$ cat src/rtl/port_power_pkg.sv
package port_power_pkg;
  typedef struct packed {
    logic pre_bad;
    logic post_bad;
    logic first_bad;
  } viol_src_t;
endpackage

$ cat src/rtl/pp_sync.sv
module pp_sync #(
  parameter int STAGES = 2
) (
  input  logic              clk_i,
  input  logic              rst_ni,
  input  logic              d_i,
  output logic [STAGES-1:0] stg_o
);
  logic [STAGES-1:0] stg_q;

  always_ff @(posedge clk_i or negedge rst_ni) begin
    if (!rst_ni) stg_q <= '0;
    else         stg_q <= {stg_q[STAGES-2:0], d_i};
  end

  assign stg_o = stg_q;
endmodule

$ cat src/rtl/pp_sat_cnt.sv
module pp_sat_cnt #(
  parameter int MAX = 3,
  localparam int W = $clog2(MAX + 1)
) (
  input  logic         clk_i,
  input  logic         rst_ni,
  input  logic         clr_i,
  input  logic         inc_i,
  output logic [W-1:0] cnt_o,
  output logic         sat_o
);
  localparam logic [W-1:0] LIM = W'(MAX);
  logic [W-1:0] cnt_q;

  always_ff @(posedge clk_i or negedge rst_ni) begin
    if (!rst_ni)                   cnt_q <= '0;
    else if (clr_i)                cnt_q <= '0;
    else if (inc_i && cnt_q != LIM) cnt_q <= cnt_q + 1'b1;
  end

  assign cnt_o = cnt_q;
  assign sat_o = (cnt_q == LIM);
endmodule

$ cat src/rtl/pp_guard.sv
module pp_guard
  import port_power_pkg::*;
#(
  parameter int GUARD_CYC = 3,
  localparam int GW = $clog2(GUARD_CYC + 1)
) (
  input  logic      clk_i,
  input  logic      rst_ni,
  input  logic      slp_cur_i,  // synchronized sleep, current
  input  logic      slp_nxt_i,  // value slp_cur_i takes at next edge
  input  logic      en_i,
  input  logic      wr_i,
  input  logic      idle_ok_i,
  output viol_src_t src_o
);
  localparam logic [GW-1:0] LAST = GW'(GUARD_CYC - 1);

  logic          post_act_q, first_pend_q;
  logic [GW-1:0] post_cnt_q;
  logic          enter, leave;

  assign enter = slp_nxt_i & ~slp_cur_i;
  assign leave = slp_cur_i & ~slp_nxt_i;

  assign src_o.pre_bad   = enter & (en_i | ~idle_ok_i);
  assign src_o.post_bad  = post_act_q & en_i;
  assign src_o.first_bad = first_pend_q & ~post_act_q & ~slp_cur_i & en_i & wr_i;

  always_ff @(posedge clk_i or negedge rst_ni) begin
    if (!rst_ni) begin
      post_act_q   <= 1'b0;
      post_cnt_q   <= '0;
      first_pend_q <= 1'b0;
    end else if (leave) begin
      post_act_q   <= 1'b1;
      post_cnt_q   <= '0;
      first_pend_q <= 1'b0;
    end else if (post_act_q) begin
      post_cnt_q <= post_cnt_q + 1'b1;
      if (post_cnt_q == LAST) begin
        post_act_q   <= 1'b0;
        first_pend_q <= 1'b1;
      end
    end else if (enter || (first_pend_q && en_i)) begin
      first_pend_q <= 1'b0;
    end
  end
endmodule

$ cat src/rtl/port_power_ctrl.sv
module port_power_ctrl
  import port_power_pkg::*;
#(
  parameter int ACT_CYC     = 2,
  parameter int GUARD_CYC   = 3,
  parameter int SYNC_STAGES = 2
) (
  input  logic clk_i,
  input  logic rst_ni,
  input  logic ce_n_i,
  input  logic ce_i,
  input  logic wr_i,
  input  logic sleep_i,
  output logic sel_o,
  output logic drv_en_o,
  output logic viol_o,
  output logic clk_en_o
);
  localparam int AW = $clog2(ACT_CYC + 1);
  localparam int IW = $clog2(GUARD_CYC + 1);

  logic [SYNC_STAGES-1:0] slp_stg;
  logic                   slp_cur, slp_nxt, en_raw;
  logic [AW-1:0]          act_cnt;
  logic [IW-1:0]          idle_cnt;
  logic                   act_ok, idle_ok, viol_q;
  viol_src_t              src;

  assign en_raw  = ~ce_n_i & ce_i;
  assign slp_cur = slp_stg[SYNC_STAGES-1];
  assign slp_nxt = slp_stg[SYNC_STAGES-2];

  pp_sync #(.STAGES(SYNC_STAGES)) u_sync (
    .clk_i  (clk_i),
    .rst_ni (rst_ni),
    .d_i    (sleep_i),
    .stg_o  (slp_stg)
  );

  // consecutive enabled edges, cleared by any disabled or sleeping edge
  pp_sat_cnt #(.MAX(ACT_CYC)) u_act (
    .clk_i  (clk_i),
    .rst_ni (rst_ni),
    .clr_i  (~en_raw | slp_cur),
    .inc_i  (1'b1),
    .cnt_o  (act_cnt),
    .sat_o  (act_ok)
  );

  // consecutive disabled edges, frozen while asleep
  pp_sat_cnt #(.MAX(GUARD_CYC)) u_idle (
    .clk_i  (clk_i),
    .rst_ni (rst_ni),
    .clr_i  (en_raw & ~slp_cur),
    .inc_i  (~slp_cur),
    .cnt_o  (idle_cnt),
    .sat_o  (idle_ok)
  );

  pp_guard #(.GUARD_CYC(GUARD_CYC)) u_guard (
    .clk_i     (clk_i),
    .rst_ni    (rst_ni),
    .slp_cur_i (slp_cur),
    .slp_nxt_i (slp_nxt),
    .en_i      (en_raw),
    .wr_i      (wr_i),
    .idle_ok_i (idle_ok),
    .src_o     (src)
  );

  always_ff @(posedge clk_i or negedge rst_ni) begin
    if (!rst_ni) viol_q <= 1'b0;
    else         viol_q <= |src;
  end

  assign sel_o    = en_raw & ~slp_cur & ~sleep_i;
  assign drv_en_o = act_ok & en_raw & ~wr_i & ~slp_cur & ~sleep_i;
  assign viol_o   = viol_q;
  assign clk_en_o = ~slp_cur;

  logic unused_cnt;
  assign unused_cnt = ^{act_cnt, idle_cnt};
endmodule

$ cat config.mk
export PLATFORM = sky130hd
export DESIGN_NAME = port_power_ctrl
export DESIGN_NICKNAME = d
export VERILOG_FILES = /design/src/rtl/port_power_pkg.sv /design/src/rtl/pp_sync.sv /design/src/rtl/pp_sat_cnt.sv /design/src/rtl/pp_guard.sv /design/src/rtl/port_power_ctrl.sv
export SDC_FILE = /design/constraint.sdc
export NUM_CORES = 1
export LEC_CHECK = 0
export BUFFER_PORTS_ARGS = -buffer_cell sky130_fd_sc_hd__buf_2
export CORE_AREA = 4 4 41 43
export CTS_CLUSTER_DIAMETER = 200
export DETAILED_ROUTE_END_ITERATION = 12
export DIE_AREA = 0 0 45 47
export PLACE_DENSITY = 0.68
export SETUP_SLACK_MARGIN = 0.4
export SYNTH_ARGS = -nofsm -noshare
export SYNTH_HDL_FRONTEND = slang
export SYNTH_SLANG_ARGS = --single-unit
$ cat constraint.sdc
create_clock -name clk_i -period 1.6 [get_ports clk_i]
set_input_delay 0.16 -clock clk_i [delete_from_list [all_inputs] [get_ports clk_i]]
set_output_delay 0.16 -clock clk_i [all_outputs]
set_load 0.02 [all_outputs]
### Word level (Yosys, flattened, before mapping)

Index checks and enable logic that the tools add are counted.

| word-level totals | value |
|---|---|
| word-level logic and storage cells | 63 |
| bits of input ports | 6 |
| output and inout bits | 4 |
| flip-flop bits (word level) | 11 |

| operators by class | value |
|---|---|
| equal/unequal tests | 6 |
| bitwise logic cells | 25 |
| multiplexer cells | 13 |
| $add $sub $neg | 3 |
| reductions and logical operators | 9 |

Operator list:

| operator | count |
|---|---|
| bitwise AND 1 bit | 15 |
| two-way mux 2 bit | 6 |
| inverter 1 bit | 8 |
| two-way mux 1 bit | 7 |
| adder 2 x 1 -> 2 bit, second input constant | 3 |
| equality test 2 bit, second input constant | 3 |
| nonzero test 2 bit | 3 |
| inequality test 2 bit, second input constant | 2 |
| inequality test 3 bit, second input constant | 1 |
| nonzero test 3 bit | 1 |
| OR reduction 3 bit | 1 |
| logical AND 1 bit | 2 |
| bitwise OR 1 bit | 2 |
| AND reduction 2 bit | 1 |
| logical OR 1 bit | 1 |

### Logic depth before layout (Yosys ltp)

Gate-level depths: netlist of the first run.

| logic depth | value |
|---|---|
| word-level depth | 7 |
| mapped depth | 5 |
| depth with buffers taken out | 5 |

### Cells and area by module

A second synthesis of the first run with hierarchy kept.

| second synthesis, totals | value |
|---|---|
| cell total of the unflattened synthesis | 58 |
| area, all modules | 636.9 um^2 |

Modules (own cells, without submodules):

| module | seq. area each (um^2) | times used | cells each | area an instance (um^2) |
|---|---|---|---|---|
| pp_guard | 100.1 | 1 | 24 | 234.0 |
| pp_sat_cnt at u_act | 50.0 | 1 | 11 | 130.1 |
| pp_sat_cnt at u_idle | 50.0 | 1 | 10 | 123.9 |
| port_power_ctrl | 25.0 | 1 | 11 | 98.8 |
| pp_sync | 50.0 | 1 | 2 | 50.0 |

### Least setup slack after synthesis of the first run

No wires, ideal clock.

| timing | value |
|---|---|
| kind | flip-flop to output port |
| start | reg u_sync.stg_q[1], in the netlist u_sync.stg_o[1] |
| end | out drv_en_o |
| arrival | 1.311 ns |
| path buffers | 0 |
| path slack | 0.129 ns |
| data required time | 1.440 ns |
| cell stages (with the launch flop) | 3 |
| path through | dfrtp_1 > nor3_1 > and3b_1 |

| between the ends | value |
|---|---|
| longest elaborated chain between the ends | 3 |

Ends and longest elaborated chain:

| element | line | source |
|---|---|---|
| start, declared | pp_sync.sv:9 | `logic [STAGES-1:0] stg_q;` |
| start signal, assigned | pp_sync.sv:13 | `else stg_q <= {stg_q[STAGES-2:0], d_i};` |
| inverter 1 bit | port_power_ctrl.sv:77 | `assign drv_en_o = act_ok & en_raw & ~wr_i & ~slp_cur & ~sleep_i;` |
| bitwise AND 1 bit (2 in series) | port_power_ctrl.sv:77 |  |
| end, declared | port_power_ctrl.sv:15 | `output logic drv_en_o,` |

No other way between the ends.

### Worst setup path in the final report of the first run

| timing | value |
|---|---|
| start | reg u_act.cnt_q[0], in the netlist u_act.cnt_o[0] |
| end | out drv_en_o |

| between the ends | value |
|---|---|
| longest elaborated chain between the ends | 5 |

Ends and longest elaborated chain:

| element | line | source |
|---|---|---|
| start, declared | pp_sat_cnt.sv:13 | `logic [W-1:0] cnt_q;` |
| start signal, assigned | pp_sat_cnt.sv:18 | `else if (inc_i && cnt_q != LIM) cnt_q <= cnt_q + 1'b1;` |
| equality test 2 bit | pp_sat_cnt.sv:22 | `assign sat_o = (cnt_q == LIM);` |
| bitwise AND 1 bit (4 in series) | port_power_ctrl.sv:77 |  |

No other way between the ends.

==> impl_metrics.json, run 1 <==
{
  "synth.avg_cell_area_sq_um": 10.7,
  "hold_end": "u_sync.stg_o[0]",
  "synth_nets": 56,
  "grt.overflow.total": 0,
  "ys_async_sr_fraction_pct": 100,
  "worst_pin_slew_ps": 253,
  "via_per_inst": 4.89,
  "dp_cells": 71,
  "synth_most_common_cell": "dfrtp_1",
  "rsz0062_at_grt": "yes",
  "rrSetupSlack_ps": 340,
  "setup.worst_path.class": "register to primary output",
  "hold_start": "sleep_i",
  "final_max_slew_viol_count": 0,
  "die_area_sq_mm": 0.00212,
  "htree_levels": 1,
  "antenna_found_initial": 0,
  "clock_latency_ps": 270,
  "synth_common_cells": "dfrtp_1 (11), inv_1 (6), a21oi_1 (5)",
  "powerDensity_mw_per_mm2": 1190,
  "final-hold-violation-count": 0,
  "startpoint": "u_act.cnt_o[0]",
  "r2r_start": "u_sync.stg_o[1]",
  "clock_skew_ps": 4.41,
  "cts_buffer_depth": 2,
  "rr_worst_depth": 4,
  "antennaDiodeCount": 0,
  "first_pass_iters": 4,
  "syn_inst": 47,
  "cts_root_buffer": "clkbuf_4",
  "ys.flop_type": "dfrtp_1",
  "num_vias": 411,
  "syn_to_final_growth_pct": 44.9,
  "synth_seq_cells": 11,
  "yosys.area.top_type": "dfrtp_1",
  "clkSinkCount": 11,
  "cts_tree": "yes",
  "grt_max_degree": 12,
  "critPathArrivalTime_ps": 1150,
  "synth_edf_count": 0,
  "period_share_pct": 82.2,
  "die_h_um": 47,
  "yosysTopAreaCellShare_pct": 54.9,
  "ys_types": 18,
  "leakage_uw": 0.000368,
  "io_pins": 10,
  "drtAntennaViolNets": 0,
  "drt_iter0_drc": 8,
  "yosys-top-cells-area": "dfrtp_1 (55%), ha_1 (7.5%), a21oi_1 (5.0%), inv_1 (4.5%), nor3_1 (4.0%)",
  "ys_warn_count": 0,
  "fin_cells": 84,
  "ys_seq_area_share_pct": 54.9,
  "setup_ws_ps": 285,
  "portBuffers": 9,
  "outcome": "finished, final reports clean",
  "cts_buffers": 3,
  "clk_pin_slew_worst_paths_ps": 70,
  "fmax_mhz": 761,
  "worstReg2RegEnd": "u_idle.cnt_o[0]",
  "hold_path_class": "primary input to register",
  "hpwl_um": 653,
  "setup_tns_ps": 0,
  "grt_pass1_vias": 382,
  "irDropWorstVdd_mv": 0.753,
  "fill_cells": 125,
  "fin_crit_ps": 1310,
  "initial_core_util_pct": 38.6,
  "drt-total-wl_um": 1020,
  "die_width_um": 45,
  "final_util_pct": 55.9,
  "critPathLaunchType": "register",
  "grt.total_usage_pct": 12.0,
  "nets": 79,
  "whs_path_depth": 1,
  "avgRoutedWirePerCell_um": 12.2,
  "crit_fanout": 2,
  "max-cap-violations": 0,
  "grt_pass1_wl_um": 1670,
  "gp_congestion": 0.702,
  "drcViolationCount": 0,
  "setup_viol": 0,
  "drive_above_1_share_pct": 43.5,
  "core_sq_mm": 0.00130,
  "slew_headroom_pct": 83.1,
  "place_ws_ps": 368,
  "crit_path_end_kind": "primary output",
  "synthesis.area_sq_um": 502,
  "row_count": 13,
  "crit_required_ps": 1440
}
cell usage in the layout (no fill, tap or decap), drive strengths merged:
cell type / Yosys / layout
buf: 0 / 17
inv: 6 / 6
and3b: 1 / 1
xor2: 1 / 1
nor3: 4 / 4
nand2b: 2 / 2
or3: 1 / 1
a31oi: 1 / 1
a21oi: 5 / 5
clkinv: 0 / 1
dlygate4sd3: 0 / 1
nor2b: 2 / 2
dfrtp: 11 / 11
a21o: 1 / 1
clkbuf: 0 / 3
mux2i: 1 / 1
nor2: 4 / 4
xnor2: 1 / 1
ha: 3 / 3
o21ai: 1 / 1
o22ai: 2 / 2
sequential cells by signal, summed over array words and instances (netlist names):
| name | flops |
|---|---|
| u_guard.first_pend_q | 1 |
| u_idle.cnt_o | 2 |
| u_act.cnt_o | 2 |
| u_guard.post_cnt_q | 2 |
| u_sync.stg_o | 2 |
| u_guard.post_act_q | 1 |
| viol_o | 1 |
metal layers:
layer | part of all wire, % | routed length [um] | vias to the layer above | GRT usage [%]
met5 | 0 | 0 | - | 0
met1 | 41 | 422 | 189 | 12.1
met4 | 1.8 | 18 | 0 | 5.85
met3 | 5.8 | 59 | 4 | 7.28
met2 | 51 | 521 | 10 | 19.5
li1 | - | - | 208 | -
power by group:
group / total [uW] / internal, uW / switching [uW]
registers: 407 / 350 / 56.8
clock network: 185 / 92.7 / 92.8
logic: 269 / 140 / 130
cell type report:
| type | instances | area, sq um | share of cell area [%] |
|---|---|---|---|
| clock buffer | 3 | 22.5 | 3.10 |
| clock inverter | 1 | 5.00 | 0.688 |
| multi-input combinational | 30 | 241 | 33.2 |
| timing repair buffer | 18 | 138 | 18.9 |
| sequential | 11 | 277 | 38.0 |
| inverter | 6 | 25.0 | 3.44 |
| tap | 15 | 18.8 | 2.58 |
worst max path at each step:
| stage | to | slack (ps) | cells after the start |
|---|---|---|---|
| 2_1_floorplan | drv_en_o | 410 | 2 |
| 3_3_place_gp | u_idle.cnt_o[1] | 430 | 3 |
| 3_5_place_dp | u_idle.cnt_o[1] | 370 | 3 |
| 4_1_cts | drv_en_o | 280 | 4 |
| 5_1_grt | drv_en_o | 210 | 4 |
| 6_report | drv_en_o | 290 | 4 |
kinds of logic after synthesis:
| group | count (synthesis) | share of synthesized area [%] |
|---|---|---|
| AND/OR/NAND/NOR | 14 | 16.5 |
| flip-flops | 11 | 54.9 |
| AO/OA/AOI/OAI | 10 | 11.2 |
| buffers and inverters | 6 | 4.49 |
| adder cells (fa/ha/maj) | 3 | 7.48 |
| XOR/XNOR | 2 | 3.49 |
| multiplexers | 1 | 2.00 |
stage by stage:
stage | hold slack [ps] | power (uW) | instance area, sq um
floorplan | -136 | 578 | 513
global placement | 39.7 | 631 | 577
detailed placement | 41.9 | 642 | 577
CTS | 29.5 | 866 | 681
global route | 19.1 | 948 | 727
finish | 36.2 | 862 | 727
critical path, cell delays in order, from the launching register on:
cell and delay [ps]:
dfrtp_1 400, inv_2 70, ha_4 120, and3b_1 170, buf_6 120
timing repair:
action	4_1_cts	5_1_grt
endpoints found under the setup margin	4	4
pin swaps	3	3
setup buffers	4	4
hold buffers	1	0
resized for setup	12	4
endpoints found under the hold margin	11	0
(Power assumes the default switching activity.)
==> run 2, diff against run 1 <==
==> constraint.sdc (replaced) <==
create_clock -name clk_i -period 1.3 [get_ports clk_i]
set_input_delay 0.13 -clock clk_i [delete_from_list [all_inputs] [get_ports clk_i]]
set_output_delay 0.13 -clock clk_i [all_outputs]
set_load 0.02 [all_outputs]
==> run 2 against run 1 <==
Net effect:
- the flow now finishes with violations (setup timing)
- sequential power up 26%
- utilization up 4.9 points
- first-iteration DRC count down 88%
- routed wire length up 11%
- via count up 2.4%
- sequential share of layout area down 3.1 points
- die area unchanged
- combinational power up 58%
- largest cell class is now multi-input combinational cells
==> impl_metrics.json, run 2 (synthesized netlist as in run 1, its figures left out) <==
{
  "outcome": "finished with violations",
  "violations": "setup timing",
  "rrSetupSlack_ps": 130,
  "path_buf_inv": 1,
  "hpwl_um": 714,
  "hold_end": "u_sync.stg_o[0]",
  "rr_worst_depth": 3,
  "avgRoutedWirePerCell_um": 13.3,
  "die_width_um": 45,
  "critPathLaunchType": "register",
  "nets": 80,
  "final_common_cell": "dfrtp_1",
  "cts_root_buffer": "clkbuf_4",
  "max-cap-violations": 0,
  "final_max_slew_viol_count": 0,
  "grt_max_degree": 12,
  "setup_viol": 1,
  "htree_levels": 1,
  "drive_above_1_share_pct": 52.9,
  "cts_buffer_depth": 2,
  "row_count": 13,
  "critical_path.top_delay_family": "flip-flops",
  "gp_congestion": 0.722,
  "fill_cells": 112,
  "drtAntennaViolNets": 0,
  "leakage_uw": 0.000383,
  "critPathArrivalTime_ps": 1180,
  "dp_cells": 71,
  "fin_crit_ps": 1310,
  "io_pins": 10,
  "via_per_inst": 4.95,
  "r2r_start": "u_sync.stg_o[1]",
  "setup.worst_path.class": "register to primary output",
  "p_sw_uw": 379,
  "grt.total_usage_pct": 14.2,
  "setup_ws_ps": -6.08,
  "worstPathCellList": "ha_4, and3b_2, buf_6",
  "grt.overflow.total": 0,
  "whs_path_depth": 1,
  "clock_latency_ps": 270,
  "final-hold-violation-count": 0,
  "slowest_delay_ps": 410,
  "worst_pin_slew_ps": 273,
  "grt_pass1_wl_um": 2040,
  "hold_start": "sleep_i",
  "portBuffers": 9,
  "irDropWorstVdd_mv": 0.850,
  "drt-total-wl_um": 1130,
  "clkSinkCount": 11,
  "drt_iter0_drc": 1,
  "core_sq_mm": 0.00130,
  "fin_cells": 85,
  "clock_skew_ps": 4.24,
  "cts_tree": "yes",
  "power.internal_uw": 791,
  "crit_path_end_kind": "primary output",
  "grt_pass1_vias": 464,
  "antenna_found_initial": 0,
  "crit_fanout": 2,
  "layout_common_cells": "dfrtp_1 (10), buf_6 (7), buf_4 (6), buf_2 (5)",
  "die_area_sq_mm": 0.00212,
  "combPwrFrac_pct": 36.4,
  "slew_headroom_pct": 81.8,
  "first_pass_iters": 2,
  "hold_path_class": "primary input to register",
  "powerDensity_mw_per_mm2": 1480,
  "worstReg2RegEnd": "u_idle.cnt_o[0]",
  "place_ws_ps": 190,
  "holdWs_ps": 14.2,
  "cts_buffers": 3,
  "initial_core_util_pct": 38.6,
  "antennaDiodeCount": 0,
  "fmax_mhz": 766,
  "die_h_um": 47,
  "p_seq_share_pct": 43.7,
  "crit_required_ps": 1170,
  "clk_pin_slew_worst_paths_ps": 70,
  "syn_to_final_growth_pct": 57.6,
  "switching_share_pct": 32.4,
  "p_clk_share_pct": 19.9,
  "setup_tns_ps": -6.08,
  "period_share_pct": 100,
  "num_vias": 421,
  "critPathSlowestCell": "dfrtp_1",
  "drcViolationCount": 0,
  "rsz0062_at_grt": "yes"
}
## run 2: worst reg2reg max path, stage by stage (launching register included)
cell     delay (ps)
dfrtp_2         440
buf_6           140
or3_4           390
mux2i_1         130
## run 2: worst max-delay path by stage
stage                         start         endpoint  slack (ps)  cells after the start
global placement    u_sync.stg_o[1]         drv_en_o         190                      3
detailed placement  u_idle.cnt_o[0]  u_idle.cnt_o[0]         190                      3
global route         u_act.cnt_o[0]         drv_en_o         -50                      4
floorplan           u_sync.stg_o[1]         drv_en_o         170                      2
CTS                  u_act.cnt_o[1]         drv_en_o          -9                      3
finish               u_act.cnt_o[1]         drv_en_o          -6                      3
## run 2: what timing repair did
action | in CTS | in global routing
endpoints found under the setup margin | 11 | 13
cloned | 0 | 0
gates resized for setup | 21 | 4
hold buffers | 1 | 0
buffers inserted | 7 | 2
pin swaps | 7 | 5
hold endpoints to repair | 11 | 0
## run 2: cell type report
cell class                 instances  area, sq um  area share (%)
clock buffer                       4         26.3            3.32
inverter                           6         25.0            3.16
multi-input combinational         30          285            36.1
sequential                        11          277            35.0
tap                               15         18.8            2.37
timing repair buffer              19          159            20.1
## run 2: routing by layer
layer	up-vias	part of all wire (%)	global-route usage, %
li1	207	-	-
met1	204	44	16.9
met2	8	53	24.0
met3	2	2.5	3.45
met4	0	0.97	7.02
met5	-	0	0
## run 2: power groups by stage
stage | Combinational (uW) | Sequential [uW] | Clock (uW)
finish | 426 | 511 | 233
global route | 481 | 524 | 262
CTS | 396 | 503 | 237
detailed placement | 286 | 509 | 0
global placement | 276 | 504 | 0
floorplan | 214 | 501 | 0
## run 2: stage by stage
stage	total power [uW]	util (%)	area [sq um]
2_1_floorplan	716	-	520
3_3_place_gp	780	44.9	584
3_5_place_dp	795	44.9	584
4_1_cts	1140	58.4	759
5_1_grt	1270	60.8	791
6_report	1170	60.8	791
